**config.mk**
```make
export PLATFORM = sky130hd
export DESIGN_NAME = cache_resize_ctrl
export DESIGN_NICKNAME = d
export VERILOG_FILES = /design/src/rtl/cache_resize_pkg.sv /design/src/rtl/crc_interval_timer.sv /design/src/rtl/crc_miss_tally.sv /design/src/rtl/crc_size_step.sv /design/src/rtl/crc_section_decode.sv /design/src/rtl/cache_resize_ctrl.sv
export SDC_FILE = /design/constraint.sdc
export NUM_CORES = 1
export LEC_CHECK = 0
export BUFFER_PORTS_ARGS = -buffer_cell sky130_fd_sc_hd__buf_2
export CORE_MARGIN = 2
export CORE_UTILIZATION = 40
export DETAILED_ROUTE_END_ITERATION = 7
export PLACE_DENSITY = 0.7
export SLEW_MARGIN = 20
export SYNTH_ARGS = -nofsm -noshare
export SYNTH_HDL_FRONTEND = slang
export SYNTH_SLANG_ARGS = --single-unit
```
**constraint.sdc**
```tcl
create_clock -name clk -period 4 [get_ports clk]
set_input_delay 0.2 -clock clk [delete_from_list [all_inputs] [get_ports clk]]
set_output_delay 0.2 -clock clk [all_outputs]
set_load 0.01 [all_outputs]
```
**src/rtl/cache_resize_pkg.sv**
```systemverilog
// Shared types for the miss-driven cache size controller.
// Assumes nothing beyond standard SystemVerilog packages.
package cache_resize_pkg;

    // Outcome of one interval close
    typedef enum logic [1:0] {
        STEP_HOLD   = 2'd0,
        STEP_GROW   = 2'd1,
        STEP_SHRINK = 2'd2
    } step_e;

    // Choose a step from the comparison result and the current bounds
    function automatic step_e pick_step(input logic above, input logic below,
                                        input logic at_top, input logic at_floor);
        step_e s;
        s = STEP_HOLD;
        if (above && !at_top)
            s = STEP_GROW;
        else if (below && !at_floor)
            s = STEP_SHRINK;
        return s;
    endfunction

endpackage

```
**src/rtl/crc_interval_timer.sv**
```systemverilog
// Counts retired instructions and flags the retire pulse that closes an interval.
// Assumes: a length of 0 behaves as 1; the count restarts from zero after each close.
module crc_interval_timer #(
    parameter int CNT_W = 20
) (
    input  logic             clk,
    input  logic             rst_n,
    input  logic             retire,
    input  logic [CNT_W-1:0] len,
    output logic             close
);
    logic [CNT_W-1:0] cnt;
    logic [CNT_W:0]   cnt_inc;

    // Count this retire and test it against the interval length
    always_comb begin
        cnt_inc = {1'b0, cnt} + 1'b1;
        close   = retire && (cnt_inc >= {1'b0, len});
    end

    // Advance on a retire, restart on a close
    always_ff @(posedge clk) begin
        if (!rst_n)
            cnt <= '0;
        else if (close)
            cnt <= '0;
        else if (retire)
            cnt <= cnt_inc[CNT_W-1:0];
    end
endmodule

```
**src/rtl/crc_miss_tally.sv**
```systemverilog
// Saturating count of miss pulses within the current interval.
// Assumes: `total` includes a miss in the current cycle; `clear` restarts from zero.
module crc_miss_tally #(
    parameter int MISS_W = 16
) (
    input  logic              clk,
    input  logic              rst_n,
    input  logic              miss,
    input  logic              clear,
    output logic [MISS_W-1:0] total
);
    logic [MISS_W-1:0] cnt;

    // Add the current miss, stopping at all ones
    always_comb begin
        if (miss && (cnt != {MISS_W{1'b1}}))
            total = cnt + 1'b1;
        else
            total = cnt;
    end

    // Keep the running total, or clear it at an interval close
    always_ff @(posedge clk) begin
        if (!rst_n)
            cnt <= '0;
        else if (clear)
            cnt <= '0;
        else
            cnt <= total;
    end
endmodule

```
**src/rtl/crc_size_step.sv**
```systemverilog
// Decides the next size level when an interval closes.
// Assumes: the level is log2 of active sections, and MAX_LVL fits in LVL_W bits.
module crc_size_step
    import cache_resize_pkg::*;
#(
    parameter int LVL_W   = 2,
    parameter int MISS_W  = 16,
    parameter int MAX_LVL = 3
) (
    input  logic              close,
    input  logic [MISS_W-1:0] misses,
    input  logic [MISS_W-1:0] threshold,
    input  logic [LVL_W-1:0]  lvl,
    input  logic [LVL_W-1:0]  min_lvl,
    output logic [LVL_W-1:0]  next_lvl,
    output logic              changed
);
    step_e step;

    // Compare the count with the threshold and move the level one step
    always_comb begin
        step     = pick_step(misses > threshold, misses < threshold,
                             lvl >= LVL_W'(MAX_LVL), lvl <= min_lvl);
        next_lvl = lvl;
        changed  = 1'b0;
        if (close) begin
            case (step)
                STEP_GROW: begin
                    next_lvl = lvl + 1'b1;
                    changed  = 1'b1;
                end
                STEP_SHRINK: begin
                    next_lvl = lvl - 1'b1;
                    changed  = 1'b1;
                end
                default: ;
            endcase
        end
    end
endmodule

```
**src/rtl/crc_section_decode.sv**
```systemverilog
// Turns a size level into a thermometer enable mask, one bit per section.
// Assumes: NUM_SECTIONS is a power of two and at least 2.
module crc_section_decode #(
    parameter int NUM_SECTIONS = 8,
    parameter int LVL_W        = 2
) (
    input  logic [LVL_W-1:0]        lvl,
    output logic [NUM_SECTIONS-1:0] en
);
    localparam int NSEC_LOG2 = $clog2(NUM_SECTIONS);
    localparam int ACT_W     = NSEC_LOG2 + 1;

    logic [ACT_W-1:0] active_cnt;

    // Number of powered sections
    always_comb active_cnt = ACT_W'(1) << lvl;

    // Section i is powered when it lies below the active count
    for (genvar i = 0; i < NUM_SECTIONS; i++) begin : g_sec
        assign en[i] = ACT_W'(i) < active_cnt;
    end
endmodule

```
**src/rtl/cache_resize_ctrl.sv**
```systemverilog
// Top level: adapts the powered cache size from the miss count of each interval.
// Assumes: single clock, synchronous active-low reset, one event per pulse input per cycle.
module cache_resize_ctrl #(
    parameter int NUM_SECTIONS = 8,
    parameter int SETS_LOG2    = 10,
    parameter int INTERVAL_W   = 20,
    parameter int MISS_W       = 16,
    parameter int NSEC_LOG2    = $clog2(NUM_SECTIONS),
    parameter int LVL_W        = $clog2(NSEC_LOG2 + 1),
    parameter int IDX_W        = $clog2(SETS_LOG2 + 1)
) (
    input  logic                    clk,
    input  logic                    rst_n,
    input  logic                    miss_pulse,
    input  logic                    retire_pulse,
    input  logic [INTERVAL_W-1:0]   cfg_interval_len,
    input  logic [MISS_W-1:0]       cfg_threshold,
    input  logic [LVL_W-1:0]        cfg_min_lvl,
    output logic [NUM_SECTIONS-1:0] section_en,
    output logic [IDX_W-1:0]        index_bits,
    output logic [LVL_W-1:0]        size_lvl,
    output logic                    resize_req
);
    localparam int IDX_BASE = SETS_LOG2 - NSEC_LOG2;

    logic              close;
    logic [MISS_W-1:0] miss_total;
    logic [LVL_W-1:0]  lvl_q;
    logic [LVL_W-1:0]  lvl_d;
    logic              lvl_changed;

    crc_interval_timer #(.CNT_W(INTERVAL_W)) u_timer (
        .clk    (clk),
        .rst_n  (rst_n),
        .retire (retire_pulse),
        .len    (cfg_interval_len),
        .close  (close)
    );

    crc_miss_tally #(.MISS_W(MISS_W)) u_tally (
        .clk   (clk),
        .rst_n (rst_n),
        .miss  (miss_pulse),
        .clear (close),
        .total (miss_total)
    );

    crc_size_step #(.LVL_W(LVL_W), .MISS_W(MISS_W), .MAX_LVL(NSEC_LOG2)) u_step (
        .close     (close),
        .misses    (miss_total),
        .threshold (cfg_threshold),
        .lvl       (lvl_q),
        .min_lvl   (cfg_min_lvl),
        .next_lvl  (lvl_d),
        .changed   (lvl_changed)
    );

    crc_section_decode #(.NUM_SECTIONS(NUM_SECTIONS), .LVL_W(LVL_W)) u_decode (
        .lvl (lvl_q),
        .en  (section_en)
    );

    // Hold the level and raise the resize pulse on a change
    always_ff @(posedge clk) begin
        if (!rst_n) begin
            lvl_q      <= LVL_W'(NSEC_LOG2);
            resize_req <= 1'b0;
        end else begin
            lvl_q      <= lvl_d;
            resize_req <= lvl_changed;
        end
    end

    // Publish the level and the number of index bits in use
    always_comb begin
        size_lvl   = lvl_q;
        index_bits = IDX_W'(IDX_BASE) + IDX_W'(lvl_q);
    end
endmodule

```
==> key figures <==
Power
  • Leak: 0.00185 uW
  • Total Power: 819 uW
  • Power Density: 205 nW/um^2
  • Peak VDD IR: 0.134 mV

Placement
  • DP Worst Slack: 111 ps
  • Cells after DPL: 584
  • Port Buffers: 56
  • HPWL Detailed: 6170 microns
  • Placer Congestion: 0.852

GRT
  • Initial antenna violation count: 0
  • Vias in the first global route: 2,985
  • First-pass GRT wire length: 13,600 microns
  • Gr usage total: 16.9%
  • Pin count of the biggest net entering global routing: 33
  • Global route total overflow: 0

Worst hold path
  • Hold Crit Depth: 2
  • HP Class: in -> reg

Worst setup path
  • R2R setup slack: 320 ps
  • WP data arrival: 3860 ps
  • Kind of critical path: reg -> reg
  • CP endpoint: size_lvl[1]$_SDFFE_PN1P_
  • Setup crit start kind: register
  • CP startpoint: u_tally.cnt[0]$_SDFF_PP0_
  • Reg2reg start: u_tally.cnt[0]$_SDFF_PP0_
  • WP data required: 4180 ps
  • CP Max Fanout: 4
  • Critical path capture point type: register
  • FF-to-FF End: size_lvl[1]$_SDFFE_PN1P_
  • Worst r2r path cells: 13

Cells and area
  • Area Overhead vs Synth: 15.4%
  • Post-route non-filler standard cell count: 595
  • # fillers: 831
  • Share of cells above drive strength 1: 18.8%
  • Number of inserted diodes: 0
  • Final #Nets: 577

Synth
  • Sequential fraction of the synthesis area: 22.6%
  • Mux share of post-synthesis cell area: 0.976%
  • Simple-Gate Fraction of Synth Area: 29.2%
  • Area contributors post-synth: dfxtp_1 23%, ha_1 16%, xnor2_1 6.1%
  • Largest family of logic cells by synthesized area: simple AND/OR/NAND/NOR gates
  • Post-synthesis adder-cell area fraction: 16.3%
  • Main synth FF type: dfxtp_1
  • Mean area per synthesized cell: 8.00 sq um
  • Compound-Gate Fraction of Synth Area: 15.3%
  • Post-synthesis cell count: 433
  • Post-synthesis xor/xnor area fraction: 8.10%
  • Seq cells post-synth: 39
  • Share of the synthesized area in the top cell type: 22.6%
  • Async SR Flop Fraction: 0%
  • Number of synthesized flops with an enable pin: 0
  • Synth area leader: dfxtp_1
  • Synth unique cells: 57
  • Synthesized area: 3460 sq um
  • Syn. warnings: 0
  • Post-Syn Nets: 520

Timing
  • TNS Setup: 0 ps
  • Final hold slack: 256 ps
  • Final setup skew: 9.06 ps
  • Worst Slack Setup Final: 317 ps
  • Post-layout min period: 3680 ps
  • FMAX: 272 MHz
  • Slew Limit Headroom: 35.2%
  • Fin. max-slew vios: 0
  • Worst-margin pin slew: 966 ps
  • Final Setup Violations: 0
  • Hold Fails Final Rpt: 0
  • Period utilization: 92.1%
  • RSZ-0062 raised after global routing: false

Route
  • Drt total wl: 8030 microns
  • Via count: 3,224
  • DRT iter0 DRCs: 176
  • Drt pass-1 iters: 4
  • Wire per inst: 13.5 microns
  • Post-DRT Antenna Nets: 0
  • DR DRC count: 0
  • Via/cell ratio: 5.42

Clock tree
  • Clk_lat worst skew: 290 ps
  • Clk sink count: 39
  • CTS buffer count: 5
  • Worst-path clk slew: 80 ps
  • Post-CTS Hold Buffers: 0
  • CTS H-tree depth: 2
  • CTS Buffer Depth: 2
  • CTS tree: built
  • Root buf cell: clkbuf_8

Floorplanning
  • Die width: 97.0 microns
  • Initial Util: 41.7%
  • Core area: 8300 sq um
  • # IOs: 57
  • Die Area: 9420 sq um
  • Die Y: 97.0 microns
  • Num rows: 33

Status
  • Status: finished clean

Job
  • Total of max-cap violations: 0
worst max-delay path, stage by stage (launching register included):
cell and delay, ps:
dfxtp_1 350, ha_1 230, and4_1 190, and3_1 190
a21oi_1 260, nand4_1 160, xnor2_1 170, ha_1 290
nand4_1 160, nor4_2 380, o21ai_1 180, a311o_1 400
a221oi_2 260, mux2_1 340
cell families (layout without fill, tap and decap cells):
kind of cell | after synthesis | count (layout)
AOI/OAI and AO/OA | 73 | 73
adders and majority gates | 45 | 45
and+or+nand+nor | 179 | 179
buffers and inverters | 62 | 119
DFF | 39 | 39
muxes | 3 | 3
xor gates and xnor gates | 32 | 32
cell type report:
class                           instances  area [sq um]  area share [%]
Sequential cell                        39           781            19.5
Clock buffer                            5          68.8            1.72
Inverter                               45           169            4.23
Timing Repair Buffer                   67           375            9.39
Clock inverter                          2          37.5           0.939
Multi-Input combinational cell        332          2430            60.9
Tap cell                              105           131            3.29
metrics by stage:
stage               utilization [%]  instance area [sq um]
finish                         48.2                   4000
global route                   48.2                   4000
CTS                            47.5                   3940
detailed placement             46.2                   3830
global placement               46.2                   3830
floorplan                         -                   3460
repair_timing:
item | in CTS | in global routing
setup buffers | 0 | 4
setup endpoints to repair | 0 | 35
gates resized for setup | 0 | 6
sequential cells by signal, summed over array words and instances (netlist names):
register / count
u_timer.cnt: 20
u_tally.cnt: 16
size_lvl: 2
resize_req: 1
where the power goes:
part	internal, uW	total, uW	switching (uW)
registers	392	397	5.08
clock network	182	326	144
logic	42.6	96.3	53.7
worst min path at each step:
stage / start / to / slack [ps]
4_1_cts: rst_n / u_timer.cnt[2]$_SDFFE_PP0P_ / 240
5_1_grt: rst_n / u_timer.cnt[6]$_SDFFE_PP0P_ / 260
3_5_place_dp: u_timer.cnt[18]$_SDFFE_PP0P_ / u_timer.cnt[18]$_SDFFE_PP0P_ / 490
3_3_place_gp: u_timer.cnt[18]$_SDFFE_PP0P_ / u_timer.cnt[18]$_SDFFE_PP0P_ / 490
6_report: rst_n / u_timer.cnt[8]$_SDFFE_PP0P_ / 260
2_1_floorplan: rst_n / size_lvl[0]$_SDFFE_PN1P_ / 390
placed cells by master (no fill, tap or decap), types with 2 or more instances in the layout:
cell,Yosys,final
a21o_1,7,7
nor4_1,4,2
and4_1,8,8
clkbuf_8,0,5
mux2_2,2,2
or3_1,9,9
o21ai_1,1,2
nor3_1,12,12
or4_1,2,2
nor2b_1,6,6
a221oi_1,2,2
o2bb2ai_1,2,2
o21ai_0,5,4
buf_4,3,10
nand4_1,9,9
dfxtp_1,39,39
nor4_2,0,2
a211o_1,11,11
nor3b_1,16,16
inv_1,45,44
nand3b_1,5,5
and3_1,8,8
buf_2,3,56
a21oi_1,24,24
o31a_1,5,5
a31oi_1,3,3
nand3_1,15,15
or2_2,3,3
nor2_1,14,14
nand2_1,53,53
xor2_1,8,8
nand2b_1,6,6
o21a_1,2,2
ha_1,45,44
xnor2_1,24,24
per-layer routing:
layer	vias up	global-route usage (%)	share of wire [%]
li1	1652	-	-
met1	1455	22.7	48
met2	107	28.3	44
met3	10	2.82	6.5
met4	0	4.33	1.4
met5	-	0	0
synth_stat cells, types with 2 or more instances:
cell	n
a21oi_1	24
mux2_2	2
buf_4	3
nor3_1	12
a21o_1	7
buf_1	2
xnor2_1	24
buf_2	3
a211o_1	11
o2bb2ai_1	2
clkbuf_1	7
o21a_1	2
nand4_1	9
xor2_1	8
inv_1	45
or4_1	2
o31a_1	5
nand2b_1	6
nand2_1	53
nor2b_1	6
nor3b_1	16
nand3_1	15
or2_2	3
ha_1	45
nand3b_1	5
and4_1	8
a221oi_1	2
a31oi_1	3
o21ai_0	5
dfxtp_1	39
buf_6	2
or3_1	9
nor4_1	4
and3_1	8
nor2_1	14
Note: power is estimated with default switching activity, not from simulation.
